<file path="src/rtl/pwm_pkg.sv">
package pwm_pkg;
  parameter int unsigned DATA_W = 32;
  parameter int unsigned NUM_CH = 4;
  parameter int unsigned ADDR_W = 4;

  typedef logic [DATA_W-1:0] word_t;

  typedef struct packed {
    word_t hi;
    word_t per;
  } chan_cfg_t;
endpackage

</file>
<file path="src/rtl/pwm_regfile.sv">
module pwm_regfile
  import pwm_pkg::*;
#(
  parameter int unsigned NUM_CH = pwm_pkg::NUM_CH,
  parameter int unsigned ADDR_W = pwm_pkg::ADDR_W
) (
  input  logic              clk_i,
  input  logic              rst_ni,
  input  logic [ADDR_W-1:0] addr_i,
  input  logic              we_i,
  input  word_t             wdata_i,
  output word_t             rdata_o,
  output chan_cfg_t         cfg_d_o [NUM_CH]
);
  chan_cfg_t cfg_q [NUM_CH];

  for (genvar c = 0; c < NUM_CH; c++) begin : g_ch
    localparam logic [ADDR_W-1:0] HiAddr  = ADDR_W'(2 * c);
    localparam logic [ADDR_W-1:0] PerAddr = ADDR_W'(2 * c + 1);
    logic wr_hi, wr_per;

    assign wr_hi  = we_i && (addr_i == HiAddr);
    assign wr_per = we_i && (addr_i == PerAddr);

    // next-state value, forwarded so a reload on the write edge sees it
    always_comb begin
      cfg_d_o[c] = cfg_q[c];
      if (wr_hi)  cfg_d_o[c].hi  = wdata_i;
      if (wr_per) cfg_d_o[c].per = wdata_i;
    end

    always_ff @(posedge clk_i or negedge rst_ni) begin
      if (!rst_ni) cfg_q[c] <= '0;
      else         cfg_q[c] <= cfg_d_o[c];
    end
  end

  always_comb begin
    rdata_o = '0;
    for (int c = 0; c < NUM_CH; c++) begin
      if (addr_i == ADDR_W'(2 * c))     rdata_o = cfg_q[c].hi;
      if (addr_i == ADDR_W'(2 * c + 1)) rdata_o = cfg_q[c].per;
    end
  end
endmodule

</file>
<file path="src/rtl/pwm_channel.sv">
module pwm_channel
  import pwm_pkg::*;
(
  input  logic      clk_i,
  input  logic      rst_ni,
  input  chan_cfg_t cfg_d_i,
  output logic      pwm_o,
  output word_t     act_per_o,
  output word_t     act_hi_o,
  output word_t     cnt_o
);
  word_t act_per, act_hi, cnt;
  logic  idle, wrap, load;

  assign idle = (act_per == '0);
  assign wrap = (cnt == act_per - word_t'(1));
  assign load = idle || wrap;

  always_ff @(posedge clk_i or negedge rst_ni) begin
    if (!rst_ni) begin
      act_per <= '0;
      act_hi  <= '0;
      cnt     <= '0;
    end else if (load) begin
      act_per <= cfg_d_i.per;
      act_hi  <= cfg_d_i.hi;
      cnt     <= '0;
    end else begin
      cnt     <= cnt + word_t'(1);
    end
  end

  // high while idle, else high for the first act_hi cycles
  assign pwm_o     = idle || (cnt < act_hi);
  assign act_per_o = act_per;
  assign act_hi_o  = act_hi;
  assign cnt_o     = cnt;
endmodule

</file>
<file path="src/rtl/pwm_quad_shadow.sv">
module pwm_quad_shadow
  import pwm_pkg::*;
#(
  parameter int unsigned NUM_CH = pwm_pkg::NUM_CH,
  parameter int unsigned ADDR_W = pwm_pkg::ADDR_W
) (
  input  logic              clk_i,
  input  logic              rst_ni,
  input  logic [ADDR_W-1:0] addr_i,
  input  logic              we_i,
  input  logic [31:0]       wdata_i,
  output logic [31:0]       rdata_o,
  output logic [NUM_CH-1:0] pwm_o
);
  chan_cfg_t cfg_d [NUM_CH];
  word_t     act_per [NUM_CH];
  word_t     act_hi  [NUM_CH];
  word_t     cnt     [NUM_CH];

  pwm_regfile #(
    .NUM_CH(NUM_CH),
    .ADDR_W(ADDR_W)
  ) u_regs (
    .clk_i  (clk_i),
    .rst_ni (rst_ni),
    .addr_i (addr_i),
    .we_i   (we_i),
    .wdata_i(wdata_i),
    .rdata_o(rdata_o),
    .cfg_d_o(cfg_d)
  );

  for (genvar c = 0; c < NUM_CH; c++) begin : g_ch
    pwm_channel u_ch (
      .clk_i    (clk_i),
      .rst_ni   (rst_ni),
      .cfg_d_i  (cfg_d[c]),
      .pwm_o    (pwm_o[c]),
      .act_per_o(act_per[c]),
      .act_hi_o (act_hi[c]),
      .cnt_o    (cnt[c])
    );
  end
endmodule

</file>
<file path="config.mk">
export PLATFORM = sky130hd
export DESIGN_NAME = pwm_quad_shadow
export DESIGN_NICKNAME = d
export VERILOG_FILES = /design/src/rtl/pwm_pkg.sv /design/src/rtl/pwm_regfile.sv /design/src/rtl/pwm_channel.sv /design/src/rtl/pwm_quad_shadow.sv
export SDC_FILE = /design/constraint.sdc
export NUM_CORES = 1
export LEC_CHECK = 0
export BUFFER_PORTS_ARGS = -buffer_cell sky130_fd_sc_hd__buf_2
export CAP_MARGIN = 20
export CORE_MARGIN = 3
export CORE_UTILIZATION = 40
export CTS_CLUSTER_DIAMETER = 100
export DETAILED_ROUTE_END_ITERATION = 10
export PLACE_DENSITY = 0.66
export SLEW_MARGIN = 10
export SYNTH_ARGS = -nofsm -noshare
export SYNTH_HDL_FRONTEND = slang
export SYNTH_SLANG_ARGS = --single-unit
</file>
<file path="constraint.sdc">
create_clock -name clk_i -period 5.2 [get_ports clk_i]
set_clock_uncertainty 0.2 [all_clocks]
set_input_delay 0.26 -clock clk_i [delete_from_list [all_inputs] [get_ports clk_i]]
set_output_delay 0.26 -clock clk_i [all_outputs]
set_load 0.005 [all_outputs]
</file>
== Yosys cells after proc, flatten, opt, wreduce, memory -nomap -nowiden ==
Cells that the tools add are included.
W data, S select, Z words.

* Add/subtract/negate cells: 8
* $lt $le $gt $ge: 4
* Equality and inequality tests: 11
* Mux-type cells: 20
* Reductions and logical operators: 21

{| class="wikitable"
|+ Operator list
! cell !! count
|-
| $mux W32 || 20
|-
| $add A32 B1 Y32 const B || 4
|-
| $eq A32 B32 Y1 || 4
|-
| $logic_not A32 Y1 || 4
|-
| $lt A32 B32 Y1 || 4
|-
| $sub A32 B1 Y32 const B || 4
|-
| $eq A4 B3 Y1 const B || 4
|-
| $eq A4 B2 Y1 const B || 2
|-
| $logic_and A1 B1 Y1 || 8
|-
| $logic_or A1 B1 Y1 || 8
|-
| $eq A4 B1 Y1 const B || 1
|-
| $logic_not A4 Y1 || 1
|}

* Register bits after elaboration: 640
* Bits of input ports: 39
* Word-level logic and storage cells: 84

== Depth between registers and ports, before layout ==
Gate-level depths: netlist of the first run.

* Depth in word-level cells: 9
* Gate-level depth with buffers: 13
* Gate-level depth less buffers: 10

== By module ==
Synthesis of the first run repeated with hierarchy kept, for this count alone.

* Cells, all modules: 3255
* Area total of the unflattened synthesis: 36087.1 um^2

{| class="wikitable"
|+ By module, submodules not included
! module !! times used !! cells an instance !! area an instance (um^2) !! sequential area each (um^2)
|-
| pwm_channel at g_ch[1].u_ch ... || 3 || 616 || 6128.4 || 2402.3
|-
| pwm_regfile || 1 || 860 || 11812.6 || 6406.1
|-
| pwm_channel at g_ch[0].u_ch || 1 || 547 || 5889.4 || 2402.3
|}

== Least setup slack after synthesis of the first run ==
Ideal clock, no wire load.

* Path kind: reg2reg
* Start: reg g_ch[3].u_ch.act_per[0]
* End: reg g_ch[3].u_ch.act_per[23]
* Setup time: 0.125 ns
* Arrival time: 3.613 ns
* Slack: 1.262 ns
* Stages on the path, launching flop included: 13
* Buffers on the path: 2
* Clock period less this slack: 3.938 ns
* Cells stage by stage: dfrtp_1 -> inv_1 -> ha_1 -> nor3b_1 -> nand3_1 -> nor4_1 -> mux2_2 -> mux2i_1 -> o21ai_0 -> a31oi_1 -> buf_2 -> buf_2 -> mux2_2

* Longest elaborated chain between the ends: 3
* Elaborated cells between the ends (all ways): 4

{| class="wikitable"
|+ Ends and longest elaborated chain
! item !! RTL line !! source
|-
| from (decl) || pwm_channel.sv:12 || <nowiki>word_t act_per, act_hi, cnt;</nowiki>
|-
| from (signal assigned) || pwm_channel.sv:25 || <nowiki>act_per <= cfg_d_i.per;</nowiki>
|-
| $sub A32 B1 Y32 || pwm_channel.sv:16 || <nowiki>assign wrap = (cnt == act_per - word_t'(1));</nowiki>
|-
| $eq A32 B32 Y1 || pwm_channel.sv:16 ||
|-
| $logic_or A1 B1 Y1 (*) || pwm_channel.sv:17 || <nowiki>assign load = idle || wrap;</nowiki>
|}

Mark *: on every way between the ends. The rest lies on a longest branch, timed or not.
A chain may end at the register's enable or synchronous reset.

== Worst setup path in the final report of the first run ==
* Start: reg g_ch[3].u_ch.act_per[8]
* End: reg g_ch[3].u_ch.act_per[18]

Same word-level chain as after synthesis.

==> results of run 1 <==
## registers in the layout, indices dropped and copies added, names as in the netlist
name                 cells
g_ch.u_ch.cnt_o        128
u_regs.cfg_q           256
g_ch.u_ch.act_hi_o     128
g_ch.u_ch.act_per_o    128
## report_power, final
part           switching [mW]  internal, mW
registers                1.49          6.38
clock network            2.13          3.10
logic                    3.81          3.33
## cell usage in the layout (no fill, tap or decap), types with 24 or more instances in the layout
master	n
a21o_1	54
a21oi_1	36
a22oi_1	92
and2_1	62
and3_1	24
buf_2	73
buf_4	32
clkbuf_16	71
dfrtp_1	640
dlygate4sd3_1	32
ha_1	136
inv_1	147
mux2_2	500
nand2_1	163
nand3_1	76
nand4_1	94
nor2_1	165
nor2b_1	26
nor3_1	54
nor4_1	46
o21ai_0	61
or4_1	30
xnor2_1	173
xor2_1	112
## layout make-up
type	count	area (um^2)	share of cell area
Multi-Input combinational cell	2155	17300	0.446
Sequential cell	640	16000	0.413
Clock buffer	96	2030	0.0524
Tap cell	1134	1420	0.0366
Timing Repair Buffer	144	1060	0.0274
Inverter	147	552	0.0142
Clock inverter	27	389	0.0100
Antenna cell	2	5.00	0.000129
## worst max-delay path, cell delays in order, from the launching register on
cell and delay [ns]:
dfrtp_1 0.43, nor4_1 0.78, nand3_1 0.47, nor4_1 0.55, mux2_2 0.40, mux2i_1 0.12, o21ai_0 0.18, a31oi_4 0.22
buf_4 0.41, mux2_2 0.39
## metal layers
layer  routed length, um  global-route usage  up-vias
met5                   0                   0        -
met3                6130              0.0380      137
met1               43800               0.305    12385
li1                    -                   -    11216
met4                3160              0.0695        0
met2               43600               0.333      623
## repair_timing
action / in CTS / in global routing
hold endpoints to repair: 300 / 1
setup endpoints to repair: 0 / 0
resized for setup: 0 / 0
hold buffers: 31 / 1
## final timing paths
path / slack [ns] / endpoint / from
min in group asynchronous: 0.09 / g_ch[1].u_ch.act_per_o[3] / rst_ni
worst max-delay path: 0.90 / g_ch[3].u_ch.act_per_o[18] / g_ch[3].u_ch.act_per_o[8]
worst max register to register: 0.90 / g_ch[3].u_ch.act_per_o[18] / g_ch[3].u_ch.act_per_o[8]
worst min register to register: 0.29 / g_ch[0].u_ch.act_hi_o[24] / g_ch[0].u_ch.act_hi_o[24]
worst min-delay path: 0.05 / u_regs.cfg_q[41] / wdata_i[9]
max in group asynchronous: 3.35 / g_ch[2].u_ch.act_per_o[3] / rst_ni
## per-stage QoR
| step | util | total power [mW] |
|---|---|---|
| floorplan | - | 12.7 |
| CTS | 0.459 | 20.3 |
| finish | 0.459 | 20.2 |
| detailed placement | 0.427 | 14.9 |
| global placement | 0.427 | 14.8 |
| global route | 0.459 | 21.5 |
## logic make-up (layout without fill, tap and decap cells)
kind of cell	Yosys count	in the layout
mux	523	523
xor+xnor	286	286
other cells	0	2
simple gates	847	847
compound gates	363	363
buf+inv	286	414
fa+ha+maj	136	136
flops	640	640
==> flow_summary_export.csv, run 1 <==
group,metric,value,unit
outcome,status,"finished, final reports clean",
routing,num_vias,24361,
floorplanning,initial_core_util,0.407,
critical_path,crit_arrival,4.60,ns
synth,synth_flop_cell,"dfrtp_1",
synth,netlist.area_leader.share,0.466,
finish,fin_area,0.0387,mm^2
synth,synth.net_count,3256,
synth,synth_xor_area_frac,0.0733,
clock_tree,cts-root-buf,"clkbuf_16",
synth,synth.distinct_cells,75,
clock_tree,cts_tree,"built",
place,placed_area,0.0360,mm^2
global_routing,grt_remaining_overflow,0,
finish,final_cells,4345,
synth,synth.area.mux_share,0.171,
timing,slew_headroom,0.379,
place,routabilityCongestion,0.899,
timing,fin_crit,4.30,ns
synth,syn_avg_cell_area,11.1,um^2
place,place_inst,4188,
routing,routed_via_density,5.61,
floorplanning,die_x,299,um
timing,timing_hold_violations_final,0,
floorplanning,die_y,299,um
critical_path,path_class,"register to register",
global_routing,grt_pass1_wl,149000,um
timing,fmax,0.232,GHz
synth,synth_top_family_by_area,"multiplexers",
critical_path,reg2regPathDepth,9,
timing,rsz0062_at_grt,"false",
routing,drtPass1Iterations,5,
clock_tree,clkLatencyLatePin,0.62,ns
finish,area_delta_synth_final,12.8,%
min_path,whs_path_depth,2,
floorplanning,io_pins,75,
synth,ys_top_cells_by_area,"dfrtp_1 (47%), mux2_2 (16%), ha_1 (5.0%)",
synth,ys_ff_latch,640,
routing,wl,96600,um
synth,synth-async-reset-ratio,1.00,
clock_tree,postCtsSetupRepairBufs,0,
finish,layout-drive-gt1-share,0.234,
floorplanning,dieArea,0.0894,mm^2
place,hpwl,70000,um
critical_path,critPathRequiredTime,5.49,ns
finish,num-fill-cells,7759,
routing,drtIter0Drc,1943,
routing,drc,0,
timing,drv_slew,0,
synth,synth_compound_area_frac,0.0749,
synth,post-synth-top-area-cell,"dfrtp_1",
clock_tree,cts_made_buffers,71,
clock_tree,h-tree-depth,3,
global_routing,grt_max_degree,137,
floorplanning,rows,106,
global_routing,antenna_found_initial,5,
timing,finalSetupTns,0,ns
clock_tree,path_clk_slew,0.06,ns
synth,yosysMostFrequentCell,"dfrtp_1",
critical_path,crit_path_max_fanout,41,
synth,ys_seq_area_frac,0.466,
clock_tree,clockBufferDepth,3,
synth,synth_edf_count,0,
timing,tightest_slew,0.924,ns
routing,wl_per_cell,22.2,um
routing,ant_nets,0,
timing,worst_slack,0.897,ns
timing,setup_violations,0,
place,pre_cts_ws,0.911,ns
pwr,p_leak,17.7,nW
synth,synth-simple-area-share,0.131,
synth,synthAdderAreaFrac,0.0495,
synth,netlist_area,0.0343,mm^2
floorplanning,coreArea,0.0844,mm^2
place,place.port_buffers,74,
synth,yosysWarnings,0,
timing,timing.final.crit_share,0.828,
min_path,hp-class,"input pin to register",
synth,synth_common_cells,"dfrtp_1 (640), mux2_2 (500), xnor2_1 (173), nor2_1 (166), nand2_1 (163)",
pwr,p_per_area,523,mW/mm^2
global_routing,track_usage,0.215,
pwr,vdd_drop_max,0.266,mV
finish,finalNetCount,3334,
clock_tree,clock_sinks,640,
critical_path,end_kind,"register",
run,maxCapViolCount,0,
critical_path,cp-start-kind,"register",
synth,netlist_instances,3081,
global_routing,grt_pass1_vias,24302,
timing,fin_hold_ws,0.0541,ns
Note: power is estimated with default switching activity, not from simulation.
==> run 2: changes to the inputs <==
PLACE_DENSITY = 0.68   (was 0.66)
clock period = 3.8 ns   (was 5.2 ns; I/O delays follow)
==> run 2 against run 1 <==
Clock power grew 47%. Hold slack better by 0.24 ns. Register-to-register slack got worse by 0.94 ns. Die area is the same. The run now ends with setup timing left. Critical endpoint is now g_ch[0].u_ch.act_per_o[0]. Non-clock buffer count is 143 higher. Setup slack got worse by 0.94 ns. Cell count up 3.5%. First-iteration DRC count grew 4.5%. Sequential power grew 35%. Via count up 4.2%. Critical path type unchanged. Design area increased by 6.3%. Flip-flop and latch count is the same.
==> flow_summary_export.csv, run 2 (same netlist as run 1, synthesis figures left out) <==
group,metric,value,unit
outcome,status,"finished, violations left",
outcome,violations,"setup timing",
critical_path,cp-start-kind,"register",
clock_tree,cts_made_buffers,73,
global_routing,grt_pass1_vias,25240,
timing,rsz0062_at_grt,"true",
routing,wl_per_cell,22.7,um
timing,timing_hold_violations_final,0,
routing,drtIter0Drc,2031,
clock_tree,path_clk_slew,0.06,ns
timing,fin_crit,3.84,ns
routing,drc,0,
finish,multi_input_area,0.0179,mm^2
finish,top_register,"u_regs.cfg_q",
timing,tightest_slew,1.08,ns
floorplanning,die_x,299,um
timing,drv_slew,0,
floorplanning,rows,106,
critical_path,end_kind,"register",
global_routing,grt_pass1_wl,153000,um
critical_path,crit_arrival,4.14,ns
clock_tree,clkLatencyLatePin,0.63,ns
critical_path,crit_top_cell,"or4_4",
routing,num_vias,25383,
timing,fmax,0.260,GHz
critical_path,crit_path_max_fanout,7,
min_path,hp-class,"input pin to register",
timing,timing.final.crit_share,1.01,
clock_tree,h-tree-depth,3,
critical_path,startpoint,"g_ch[0].u_ch.act_per_o[9]",
global_routing,antenna_found_initial,7,
global_routing,grt_remaining_overflow,0,
critical_path,crit_path_cell_trace,"or4_4 > or4_4 > or4_4 > o31ai_4 > nand3_2 > o41ai_4 > buf_6 > clkbuf_16 > mux2_4",
global_routing,grt_max_degree,112,
finish,num-fill-cells,7522,
timing,slew_headroom,0.283,
pwr,p_leak,18.8,nW
finish,seqCellArea,0.0160,mm^2
clock_tree,clockBufferDepth,3,
floorplanning,die_y,299,um
critical_path,critPathRequiredTime,4.10,ns
min_path,whs_path_depth,4,
clock_tree,clock_sinks,640,
critical_path,slowest_delay,0.59,ns
timing,setup_violations,51,
pwr,p_per_area,734,mW/mm^2
finish,finalNetCount,3479,
pwr,vdd_drop_max,0.374,mV
timing,finalSetupTns,-1.19,ns
place,routabilityCongestion,0.937,
finish,area_delta_synth_final,19.9,%
critical_path,slowest_stage,"or4_4",
finish,largest_reg_flops,256,
floorplanning,coreArea,0.0844,mm^2
routing,drtPass1Iterations,6,
floorplanning,io_pins,75,
finish,postLayoutCoreUtil,0.488,
floorplanning,initial_core_util,0.407,
clock_tree,cts-root-buf,"clkbuf_16",
run,maxCapViolCount,0,
place,place.port_buffers,74,
clock_tree,cts_tree,"built",
timing,worst_slack,-0.0441,ns
routing,ant_nets,0,
routing,wl,102000,um
floorplanning,dieArea,0.0894,mm^2
finish,final_cell_mix,"dfrtp_1 (636), mux2_2 (428), xnor2_1 (171), nand2_1 (162), nor2_1 (157)",
finish,final_common_cell,"dfrtp_1",
place,hpwl,73300,um
critical_path,r2r_slack,-0.04,ns
finish,layout-drive-gt1-share,0.292,
critical_path,path_class,"register to register",
critical_path,r2r_start,"g_ch[0].u_ch.act_per_o[9]",
min_path,hold_end,"u_regs.cfg_q[138]",
critical_path,r2r-end,"g_ch[0].u_ch.act_per_o[0]",
critical_path,reg2regPathDepth,9,
min_path,worstHoldStart,"we_i",
global_routing,track_usage,0.221,
routing,routed_via_density,5.64,
==> run 2: cell count changes in the layout (fill, tap and decap cells not counted), sizes merged <==
cell | before | now
buf | 112 | 239
clkinv | 15 | 16
dlygate4sd3 | 32 | 35
diode | 2 | 4
clkbuf | 96 | 107
inv | 150 | 151
bufinv | 7 | 12
clkinvlp | 2 | 6
==> run 2: power by group <==
part	leakage (nW)	internal, mW	switching [mW]
Clock	1.28	4.69	3.01
Sequential	8.28	8.74	1.90
Combinational	9.28	5.85	6.02
==> run 2: layer usage <==
layer	GRT usage	routed length (um)	part of all wire
met5	0	0	0
met2	0.347	47100	0.46
met4	0.0732	3390	0.033
met3	0.0474	6810	0.067
met1	0.303	44900	0.44
==> run 2: metrics by stage <==
stage	instances	area, um^2	power, mW	hold WS (ns)	setup slack, ns
2_1_floorplan	3081	34400	17.4	-0.306	0.0116
3_3_place_gp	4293	36900	21.1	0.0674	-0.0204
3_5_place_dp	4293	36900	21.3	0.0622	-0.0419
4_1_cts	4462	40000	29.2	0.239	0.00410
5_1_grt	4495	41200	31.9	0.300	-0.119
6_report	4499	41200	30.2	0.296	-0.0441
==> run 2: worst max path at each step <==
stage	to	slack [ns]	cells past startpoint
2_1_floorplan	g_ch[0].u_ch.act_hi_o[16]	0.01	10
3_3_place_gp	g_ch[2].u_ch.act_hi_o[25]	-0.02	9
3_5_place_dp	g_ch[0].u_ch.act_hi_o[7]	-0.04	9
4_1_cts	g_ch[2].u_ch.act_per_o[14]	0.004	9
5_1_grt	g_ch[0].u_ch.act_per_o[3]	-0.12	13
6_report	g_ch[0].u_ch.act_per_o[0]	-0.04	9
==> run 2: final cells by class <==
cell class                 instances  area share
antenna                            4    0.000243
clock buffer                      94      0.0502
clock inverter                    38      0.0137
inverter                         147      0.0134
multi-input combinational       2155       0.436
sequential                       640       0.389
tap                             1134      0.0345
timing repair buffer             287      0.0632
==> run 2: critical path: cells and delay by family, from the launching register on <==
kind | cells | cell delay, ns
buf+inv | 2 | 0.44
mux | 1 | 0.29
simple gates | 4 | 1.74
compound gates | 2 | 0.64
flops | 1 | 0.40
==> run 2: repair_timing <==
action,CTS,global route
endpoints found under the setup margin,118,297
cloned,0,18
hold buffers,35,0
endpoints found under the hold margin,667,0
resized for setup,8,167
pin swaps,0,21
setup buffers,2,15
==> run 3: changes to the inputs <==
CELL_PAD_IN_SITES_DETAIL_PLACEMENT = 0   (was unset)
CELL_PAD_IN_SITES_GLOBAL_PLACEMENT = 1   (was unset)
PLACE_DENSITY = 0.79   (was 0.68)
==> run 3 against run 2 <==
The run ends with hold timing left. Maximum frequency is 1.9% higher. Via count is 1.8% lower. Flip-flop and latch count stayed put. Sequential power hardly changed. Design area is 1.6% lower. First-iteration DRC count is 8.0% lower. Global-route usage is 0.054 points lower. Sequential share of layout area is 0.61 points higher. Register-to-register slack better by 0.07 ns. Highest routed layer unchanged.
==> flow_summary_export.csv, run 3 (same netlist as run 1, synthesis figures left out) <==
group,metric,value,unit
floorplanning,io_pins,75,
routing,wl,100000,um
critical_path,slowest_delay,0.56,ns
finish,area_delta_synth_final,18.0,%
finish,top_register,"u_regs.cfg_q",
finish,postLayoutCoreUtil,0.480,
global_routing,grt_pass1_wl,152000,um
pwr,vdd_drop_max,0.369,mV
timing,fin_hold_ws,-0.0000260,ns
critical_path,end_kind,"register",
global_routing,track_usage,0.220,
critical_path,crit_path_cell_trace,"inv_2 > ha_4 > nor3b_4 > nand3_2 > or4_4 > a22oi_2 > nand4_1 > or4_4 > o31ai_4 > buf_6 > clkbuf_16 > clkbuf_16 > mux2_4",
critical_path,critPathRequiredTime,4.08,ns
global_routing,grt_max_degree,95,
floorplanning,initial_core_util,0.407,
timing,timing.final.crit_share,0.993,
global_routing,antenna_found_initial,1,
run,maxCapViolCount,0,
timing,fmax,0.265,GHz
finish,finalNetCount,3467,
finish,layout-drive-gt1-share,0.277,
timing,timing_hold_violations_final,1,
finish,final_cells,4493,
global_routing,grt_remaining_overflow,0,
finish,num-fill-cells,7656,
routing,routed_via_density,5.55,
floorplanning,rows,106,
critical_path,crit_arrival,4.05,ns
routing,drc,0,
timing,tightest_slew,0.845,ns
timing,drv_slew,0,
floorplanning,die_x,299,um
timing,rsz0062_at_grt,"true",
global_routing,grt_pass1_vias,24799,
critical_path,slowest_stage,"or4_4",
finish,largest_reg_flops,256,
critical_path,cp-start-kind,"register",
clock_tree,clkLatencyLatePin,0.62,ns
timing,fin_crit,3.77,ns
floorplanning,die_y,299,um
routing,num_vias,24916,
floorplanning,coreArea,0.0844,mm^2
critical_path,cpLargestDelayFamily,"simple AND/OR/NAND/NOR gates",
min_path,hp-class,"input pin to async pin",
place,hpwl,73000,um
routing,drtIter0Drc,1869,
routing,wl_per_cell,22.4,um
critical_path,path_buf_inv,4,
timing,slew_headroom,0.434,
place,place.port_buffers,74,
floorplanning,dieArea,0.0894,mm^2
place,routabilityCongestion,0.911,
clock_tree,clockBufferDepth,3,
clock_tree,cts_made_buffers,72,
clock_tree,clock_sinks,640,
clock_tree,cts-root-buf,"clkbuf_16",
timing,setup_violations,0,
place,place_inst,4291,
outcome,status,"finished, violations left",
clock_tree,cts_tree,"built",
routing,drtPass1Iterations,5,
pwr,p_leak,18.6,nW
critical_path,path_class,"register to register",
critical_path,crit_path_max_fanout,5,
finish,final_cell_mix,"dfrtp_1 (639), mux2_2 (460), xnor2_1 (171), nor2_1 (165), nand2_1 (162)",
clock_tree,path_clk_slew,0.06,ns
clock_tree,h-tree-depth,3,
finish,final_common_cell,"dfrtp_1",
outcome,violations,"hold timing",
pwr,p_per_area,723,mW/mm^2
routing,ant_nets,0,
## run 3: worst reg2reg max path, cell delays in order, from the launching register on
cell,delay [ns]
dfrtp_1,0.42
inv_2,0.10
ha_4,0.14
nor3b_4,0.25
nand3_2,0.11
or4_4,0.55
a22oi_2,0.20
nand4_1,0.12
or4_4,0.56
o31ai_4,0.23
buf_6,0.16
clkbuf_16,0.16
clkbuf_16,0.15
mux2_4,0.30
## run 3: layout make-up
cell class              count  area [um^2]  area share
diodes                      7         17.5    0.000432
clock buffers             102         2100      0.0518
clock inverters            32          372     0.00917
inverters                 147          552      0.0136
multi-input cells        2155        17700       0.436
flip-flops and latches    640        16000       0.395
well taps                1134         1420      0.0350
repair buffers            276         2360      0.0583
## run 3: power breakdown
| part | total (mW) | leakage, nW | switching, mW | internal [mW] |
|---|---|---|---|---|
| Combinational | 11.5 | 9.11 | 5.89 | 5.59 |
| Sequential | 10.6 | 8.28 | 1.89 | 8.73 |
| Clock | 7.22 | 1.20 | 2.97 | 4.24 |
## run 3: through the flow
step | power (mW) | instance area [um^2] | setup slack, ns | TNS, ns
after global placement | 21.2 | 36900 | -0.0697 | -3.21
after CTS | 28.8 | 39800 | 0.0172 | 0
after global routing | 31.1 | 40500 | -0.0592 | -2.85
after floorplan | 17.4 | 34400 | 0.0116 | 0
after detailed placement | 21.4 | 36900 | -0.109 | -5.10
final | 29.3 | 40500 | 0.0284 | 0
## run 3: path summary, 6_finish.rpt
| kind | startpoint | depth (start not counted) | end | slack [ns] |
|---|---|---|---|---|
| max in group asynchronous | rst_ni | 3 | g_ch[2].u_ch.act_per_o[0] | 2.35 |
| min in group clk_i | addr_i[0] | 4 | u_regs.cfg_q[36] | 0.05 |
| worst min-delay path | rst_ni | 2 | g_ch[1].u_ch.act_hi_o[24] | -0.00003 |
| worst min register to register | g_ch[0].u_ch.act_hi_o[22] | 1 | g_ch[0].u_ch.act_hi_o[22] | 0.30 |
| worst max-delay path | g_ch[2].u_ch.act_per_o[1] | 13 | g_ch[2].u_ch.act_hi_o[26] | 0.03 |
| worst max register to register | g_ch[2].u_ch.act_per_o[1] | 13 | g_ch[2].u_ch.act_hi_o[26] | 0.03 |
## run 3: metal layers
| layer | vias up | wire length [um] | GRT usage | part of all wire |
|---|---|---|---|---|
| li1 | 11544 | - | - | - |
| met1 | 12548 | 44300 | 0.299 | 0.44 |
| met2 | 664 | 45700 | 0.345 | 0.45 |
| met3 | 160 | 6450 | 0.0469 | 0.064 |
| met4 | 0 | 4040 | 0.0848 | 0.040 |
| met5 | - | 0 | 0 | 0 |
## run 3: repair_timing
item,in CTS,in global routing
hold endpoints to repair,528,0
pin swaps,0,10
gates cloned,2,9
buffers inserted,3,13
endpoints found under the setup margin,70,319
hold buffers,34,0
resized for setup,11,92
